===== config.mk =====
export PLATFORM = sky130hd
export DESIGN_NAME = xlat_walker
export DESIGN_NICKNAME = d
export VERILOG_FILES = /design/src/rtl/xlat_pkg.sv /design/src/rtl/xlat_desc_decode.sv /design/src/rtl/xlat_pa_form.sv /design/src/rtl/xlat_walk_ctrl.sv /design/src/rtl/xlat_walker.sv
export SDC_FILE = /design/constraint.sdc
export NUM_CORES = 1
export LEC_CHECK = 0
export BUFFER_PORTS_ARGS = -buffer_cell sky130_fd_sc_hd__buf_2
export CORE_MARGIN = 2
export CORE_UTILIZATION = 53
export CTS_CLUSTER_DIAMETER = 100
export DETAILED_ROUTE_END_ITERATION = 7
export PLACE_DENSITY = 0.95
export SLEW_MARGIN = 30
export SYNTH_ARGS = -nofsm -noshare
export SYNTH_HDL_FRONTEND = slang
export SYNTH_SLANG_ARGS = --single-unit

===== constraint.sdc =====
create_clock -name clk_i -period 3.65 [get_ports clk_i]
set_clock_uncertainty 0.2 [all_clocks]
set_input_delay 0.365 -clock clk_i [delete_from_list [all_inputs] [get_ports clk_i]]
set_output_delay 0.365 -clock clk_i [all_outputs]
set_load 0.02 [all_outputs]

===== src/rtl/xlat_pkg.sv =====
`timescale 1ns/1ps
package xlat_pkg;
  typedef enum logic [1:0] {ST_IDLE, ST_L1, ST_L2, ST_DONE} walk_st_e;
  typedef enum logic [2:0] {DK_FAULT, DK_TABLE, DK_SECTION, DK_LARGE, DK_SMALL} desc_kind_e;
  localparam logic [1:0] TYPE_LINK = 2'b01;  // L1 table pointer / L2 large page
  localparam logic [1:0] TYPE_MAP  = 2'b10;  // L1 section / L2 small page
endpackage


===== src/rtl/xlat_desc_decode.sv =====
`timescale 1ns/1ps
module xlat_desc_decode
  import xlat_pkg::*;
#(
  parameter int DESC_W = 32
) (
  input  logic              second_lvl_i,
  input  logic [DESC_W-1:0] desc_i,
  output desc_kind_e        kind_o
);
  always_comb begin
    unique case (desc_i[1:0])
      TYPE_LINK: kind_o = second_lvl_i ? DK_LARGE : DK_TABLE;
      TYPE_MAP:  kind_o = second_lvl_i ? DK_SMALL : DK_SECTION;
      default:   kind_o = DK_FAULT;
    endcase
  end
endmodule


===== src/rtl/xlat_pa_form.sv =====
`timescale 1ns/1ps
module xlat_pa_form
  import xlat_pkg::*;
#(
  parameter int ADDR_W      = 32,
  parameter int SECT_OFF_W  = 20,
  parameter int LARGE_OFF_W = 16,
  parameter int SMALL_OFF_W = 12
) (
  input  desc_kind_e        kind_i,
  input  logic [ADDR_W-1:0] desc_i,
  input  logic [ADDR_W-1:0] vaddr_i,
  output logic [ADDR_W-1:0] paddr_o
);
  localparam int NUM_GRAN = 3;
  localparam int OFF_W [NUM_GRAN] = '{SECT_OFF_W, LARGE_OFF_W, SMALL_OFF_W};

  logic [ADDR_W-1:0] gran_pa [NUM_GRAN];

  for (genvar g = 0; g < NUM_GRAN; g++) begin : g_gran
    localparam logic [ADDR_W-1:0] OFF_MASK = (ADDR_W'(1) << OFF_W[g]) - ADDR_W'(1);
    assign gran_pa[g] = (desc_i & ~OFF_MASK) | (vaddr_i & OFF_MASK);
  end

  always_comb begin
    unique case (kind_i)
      DK_SECTION: paddr_o = gran_pa[0];
      DK_LARGE:   paddr_o = gran_pa[1];
      DK_SMALL:   paddr_o = gran_pa[2];
      default:    paddr_o = '0;
    endcase
  end
endmodule


===== src/rtl/xlat_walk_ctrl.sv =====
`timescale 1ns/1ps
module xlat_walk_ctrl
  import xlat_pkg::*;
(
  input  logic       clk_i,
  input  logic       rst_ni,
  input  logic       req_valid_i,
  input  logic       mem_ready_i,
  input  desc_kind_e kind_i,
  output walk_st_e   state_o,
  output logic       req_ready_o,
  output logic       mem_valid_o,
  output logic       done_o
);
  walk_st_e state_q, state_d;

  always_comb begin
    state_d = state_q;
    unique case (state_q)
      ST_IDLE: if (req_valid_i) state_d = ST_L1;
      ST_L1:   if (mem_ready_i) state_d = (kind_i == DK_TABLE) ? ST_L2 : ST_DONE;
      ST_L2:   if (mem_ready_i) state_d = ST_DONE;
      default: state_d = ST_IDLE;
    endcase
  end

  always_ff @(posedge clk_i or negedge rst_ni) begin
    if (!rst_ni) state_q <= ST_IDLE;
    else         state_q <= state_d;
  end

  assign state_o     = state_q;
  assign req_ready_o = (state_q == ST_IDLE);
  assign mem_valid_o = (state_q == ST_L1) || (state_q == ST_L2);
  assign done_o      = (state_q == ST_DONE);
endmodule


===== src/rtl/xlat_walker.sv =====
`timescale 1ns/1ps
module xlat_walker
  import xlat_pkg::*;
#(
  parameter int ADDR_W      = 32,
  parameter int SECT_OFF_W  = 20,
  parameter int LARGE_OFF_W = 16,
  parameter int SMALL_OFF_W = 12,
  parameter int DESC_LG     = 2
) (
  input  logic              clk_i,
  input  logic              rst_ni,
  input  logic              req_valid_i,
  output logic              req_ready_o,
  input  logic [ADDR_W-1:0] req_vaddr_i,
  input  logic [ADDR_W-1:0] ttb_i,
  output logic              mem_valid_o,
  input  logic              mem_ready_i,
  output logic [ADDR_W-1:0] mem_addr_o,
  input  logic [ADDR_W-1:0] mem_rdata_i,
  output logic              done_o,
  output logic              fault_o,
  output logic [ADDR_W-1:0] paddr_o
);
  localparam int L1_IDX_W = ADDR_W - SECT_OFF_W;
  localparam int L2_IDX_W = SECT_OFF_W - SMALL_OFF_W;
  localparam int TTB_LSB  = L1_IDX_W + DESC_LG;
  localparam int L2B_LSB  = L2_IDX_W + DESC_LG;
  localparam logic [ADDR_W-1:0] TTB_LO  = (ADDR_W'(1) << TTB_LSB) - ADDR_W'(1);
  localparam logic [ADDR_W-1:0] L2B_LO  = (ADDR_W'(1) << L2B_LSB) - ADDR_W'(1);
  localparam logic [ADDR_W-1:0] IDX2_MK = (ADDR_W'(1) << L2_IDX_W) - ADDR_W'(1);

  walk_st_e          state;
  desc_kind_e        kind;
  logic [ADDR_W-1:0] vaddr_q, ttb_q, l2_desc_q, pa_q, pa_w;
  logic              fault_q;
  logic              req_fire, mem_fire;

  xlat_walk_ctrl u_ctrl (
    .clk_i       (clk_i),
    .rst_ni      (rst_ni),
    .req_valid_i (req_valid_i),
    .mem_ready_i (mem_ready_i),
    .kind_i      (kind),
    .state_o     (state),
    .req_ready_o (req_ready_o),
    .mem_valid_o (mem_valid_o),
    .done_o      (done_o)
  );

  xlat_desc_decode #(.DESC_W(ADDR_W)) u_dec (
    .second_lvl_i (state == ST_L2),
    .desc_i       (mem_rdata_i),
    .kind_o       (kind)
  );

  xlat_pa_form #(
    .ADDR_W      (ADDR_W),
    .SECT_OFF_W  (SECT_OFF_W),
    .LARGE_OFF_W (LARGE_OFF_W),
    .SMALL_OFF_W (SMALL_OFF_W)
  ) u_pa (
    .kind_i  (kind),
    .desc_i  (mem_rdata_i),
    .vaddr_i (vaddr_q),
    .paddr_o (pa_w)
  );

  assign req_fire = req_valid_i && req_ready_o;
  assign mem_fire = mem_valid_o && mem_ready_i;

  always_ff @(posedge clk_i or negedge rst_ni) begin
    if (!rst_ni) begin
      vaddr_q   <= '0;
      ttb_q     <= '0;
      l2_desc_q <= '0;
      pa_q      <= '0;
      fault_q   <= 1'b0;
    end else begin
      if (req_fire) begin
        vaddr_q <= req_vaddr_i;
        ttb_q   <= ttb_i;
      end
      if (mem_fire) begin
        if (kind == DK_TABLE) begin
          l2_desc_q <= mem_rdata_i;
        end else begin
          pa_q    <= pa_w;
          fault_q <= (kind == DK_FAULT);
        end
      end
    end
  end

  always_comb begin
    if (state == ST_L2)
      mem_addr_o = (l2_desc_q & ~L2B_LO) |
                   (((vaddr_q >> SMALL_OFF_W) & IDX2_MK) << DESC_LG);
    else
      mem_addr_o = (ttb_q & ~TTB_LO) | ((vaddr_q >> SECT_OFF_W) << DESC_LG);
  end

  assign paddr_o = pa_q;
  assign fault_o = fault_q;
endmodule


==> results.ini <==
[global_routing]
antenna_found_initial=0
grt_usage_pct=21.9
grt.overflow.total=0
grt_first_pass_wirelength_mm=16.5
grt_pass1_vias=3380
grt_start_max_net_pins=80

[clocking]
clk_latency_ps=360
tritoncts=done
cts.sinks=107
cts_buffers=9
cts_setup_buffers=0
ctsResizeCount=0
cts_root_buf=clkbuf_8
htreeDepth=3
clkTransAtPathRegs_ps=100
clk_path_buf_depth=2

[route]
first_pass_iters=4
postRouteAntennaNets=0
routed_wl_mm=9.96
vias=3137
drt_iter0_drc=116
viasPerCell=5.43
route.detailed.drc=0
detail_route.wl_per_cell_um=17.2

[worst_setup_path]
arrival_ps=2270
r2r_cells=6
critical_path_class=reg2out
reg2reg_to=paddr_o[8]
cp_num_buf_inv=3
cp_slowest_stage_delay_ps=440
worst_setup_path_end_kind=output port
startpoint_type=flip-flop
critPathTopFamily=buffers and inverters
crit_required_ps=3080
crit_chain=inv_1 > ha_2 > buf_4 > mux2_2 > buf_2
ff2ff_setup_slack_ps=1060
r2r-start=u_ctrl.state_o[0]
cpMaxStageDelayCell=dfrtp_1
crit_fanout=24

[yosys]
async_flop_share_pct=100
netlist.area_leader.share_pct=57.8
yosysWarnings=0
seq_area_frac_synth_pct=57.8
syn_area_per_cell_um2=14.4
ys_top_cells_by_area=dfrtp_1 (58%), mux2_2 (20%), mux2_1 (4.9%), a22o_1 (4.5%), ha_1 (2.4%)
synthFlopType=dfrtp_1
synth_top_area_cell=dfrtp_1
synth_edf_count=0
synth_cell_types=33
netlist_area_mm2=0.00463
ys_ff_latch=107
synthCells=322

[timing]
finalCritPeriodShare_pct=77.6
hold_violations=0
final-setup-viol-count=0
max_freq_ghz=0.353
worstMarginPinSlew_ps=699
drv_slew=0
period_needed_ps=2830
rsz0062_at_grt=no
tns_ps=0
maxSlewHeadroom_pct=53.4

[floorplan]
die_h_um=97.5
coreArea_mm2=0.00859
io_pins=168
num_rows=34
dieArea_mm2=0.00950
initial_utilization_pct=53.9
dieWidth_um=97.5

[worst_hold_path]
holdPathStages=2
hp-start=mem_rdata_i[11]
hold-path-endpoint=l2_desc_q[11]
hp-class=in2reg

[power_and_ir_drop]
power.density_mw_per_mm2=937
p_int_w=0.00322
switching_share_pct=39.1
power.leakage_nw=2.78
pwr-share-seq_pct=39.0
total_power_w=0.00528
max-vdd-ir-drop_mv=0.567
switching_power_w=0.00207
p_clk_share_pct=13.8
power_frac_comb_pct=47.2

[placement]
portBuffers=143
hpwlAfterDp_mm=7.27
place_congestion=0.837

[cells_and_area]
antenna_cells=0
area_growth_pct=21.8
final_nets=575
layout-drive-gt1-share_pct=54.0

[job]
maxCapViolCount=0

[outcome]
outcome=complete, no violations

## per-layer routing
| layer | up-vias | part of all wire, % | GRT usage (%) |
|---|---|---|---|
| li1 | 1446 | - | - |
| met1 | 1571 | 41 | 26.9 |
| met2 | 105 | 51 | 38.4 |
| met3 | 15 | 6.3 | 4.82 |
| met4 | 0 | 1.6 | 7.37 |
| met5 | - | 0 | 0 |
## metrics by stage
| step | cell area (µm²) | instances | utilization, % | hold WS, ps | setup WS (ps) |
|---|---|---|---|---|---|
| floorplan | 4630 | 323 | - | -131 | 1540 |
| global placement | 5430 | 562 | 63.1 | 259 | 1180 |
| detailed placement | 5430 | 562 | 63.1 | 269 | 1060 |
| global route | 5640 | 578 | 65.6 | 10.7 | 723 |
| finish | 5640 | 578 | 65.6 | 13.7 | 818 |
| CTS | 5630 | 578 | 65.6 | 3.41 | 803 |
## state kept, by name, summed over array words and instances, names as in the netlist
signal	cells
fault_o	1
vaddr_q	32
u_ctrl.state_o	2
ttb_q	18
l2_desc_q	22
paddr_o	32
## cells in the final DEF (no fill, tap or decap), types with 2 or more instances in the layout
cell type  count
buf_2        142
a221oi_1       4
a22o_1        24
nor2_1        15
o21ai_0        4
a21oi_1        8
clkinv_4       2
buf_4          7
nand2_1        4
dfrtp_1      107
ha_1           8
clkbuf_8       9
conb_1         2
inv_1          6
mux2i_1        2
mux2_2        83
mux2_1        20
## repair_timing
item	in CTS	in global routing
hold endpoints to repair	30	0
setup endpoints to repair	0	0
hold buffers	1	0
## cell type report
class | count | area, µm²
inverter | 6 | 22.5
multi-input combinational | 191 | 1820
clock inverter | 6 | 75.1
clock buffer | 9 | 124
timing repair buffer | 151 | 785
fill | 661 | 2960
sequential | 107 | 2680
tap | 108 | 135
## cell usage after synthesis, types with 2 or more instances
library cell    n
inv_1           6
nor2_1         15
a221oi_1        4
buf_2           2
buf_6           4
dfrtp_1       107
mux2_2         83
clkbuf_1        4
ha_1            9
buf_4           4
a22o_1         24
buf_1           5
mux2_1         20
o21ai_0         4
a21oi_1         8
nand2_1         5
mux2i_1         2
## worst max-delay path by stage
stage | startpoint | endpoint | slack (ps) | cells past startpoint
after floorplan | u_ctrl.state_o[0] | l2_desc_q[11] | 1540 | 6
after global placement | mem_rdata_i[0] | paddr_o[25] | 1180 | 7
final | u_ctrl.state_o[0] | mem_addr_o[28] | 820 | 5
after global routing | u_ctrl.state_o[0] | mem_addr_o[24] | 720 | 5
after CTS | u_ctrl.state_o[0] | mem_addr_o[28] | 800 | 5
after detailed placement | mem_rdata_i[0] | paddr_o[30] | 1060 | 7
## power groups by stage
stage | registers, W | logic [W] | clock network (W)
after floorplan | 0.00217 | 0.00167 | 0
after global placement | 0.00204 | 0.00243 | 0
after detailed placement | 0.00208 | 0.00252 | 0
after CTS | 0.00206 | 0.00252 | 0.000749
after global routing | 0.00213 | 0.00269 | 0.000791
final | 0.00206 | 0.00249 | 0.000729
## cells by family after synthesis
| family | synth area share (%) |
|---|---|
| AOI/OAI and AO/OA | 7.95 |
| adders and majority gates | 2.43 |
| buffers and inverters | 3.05 |
| DFF | 57.8 |
| muxes | 25.8 |
| other | 0.0810 |
| and+or+nand+nor | 2.84 |
No activity file was read; power rests on OpenSTA's default activity.
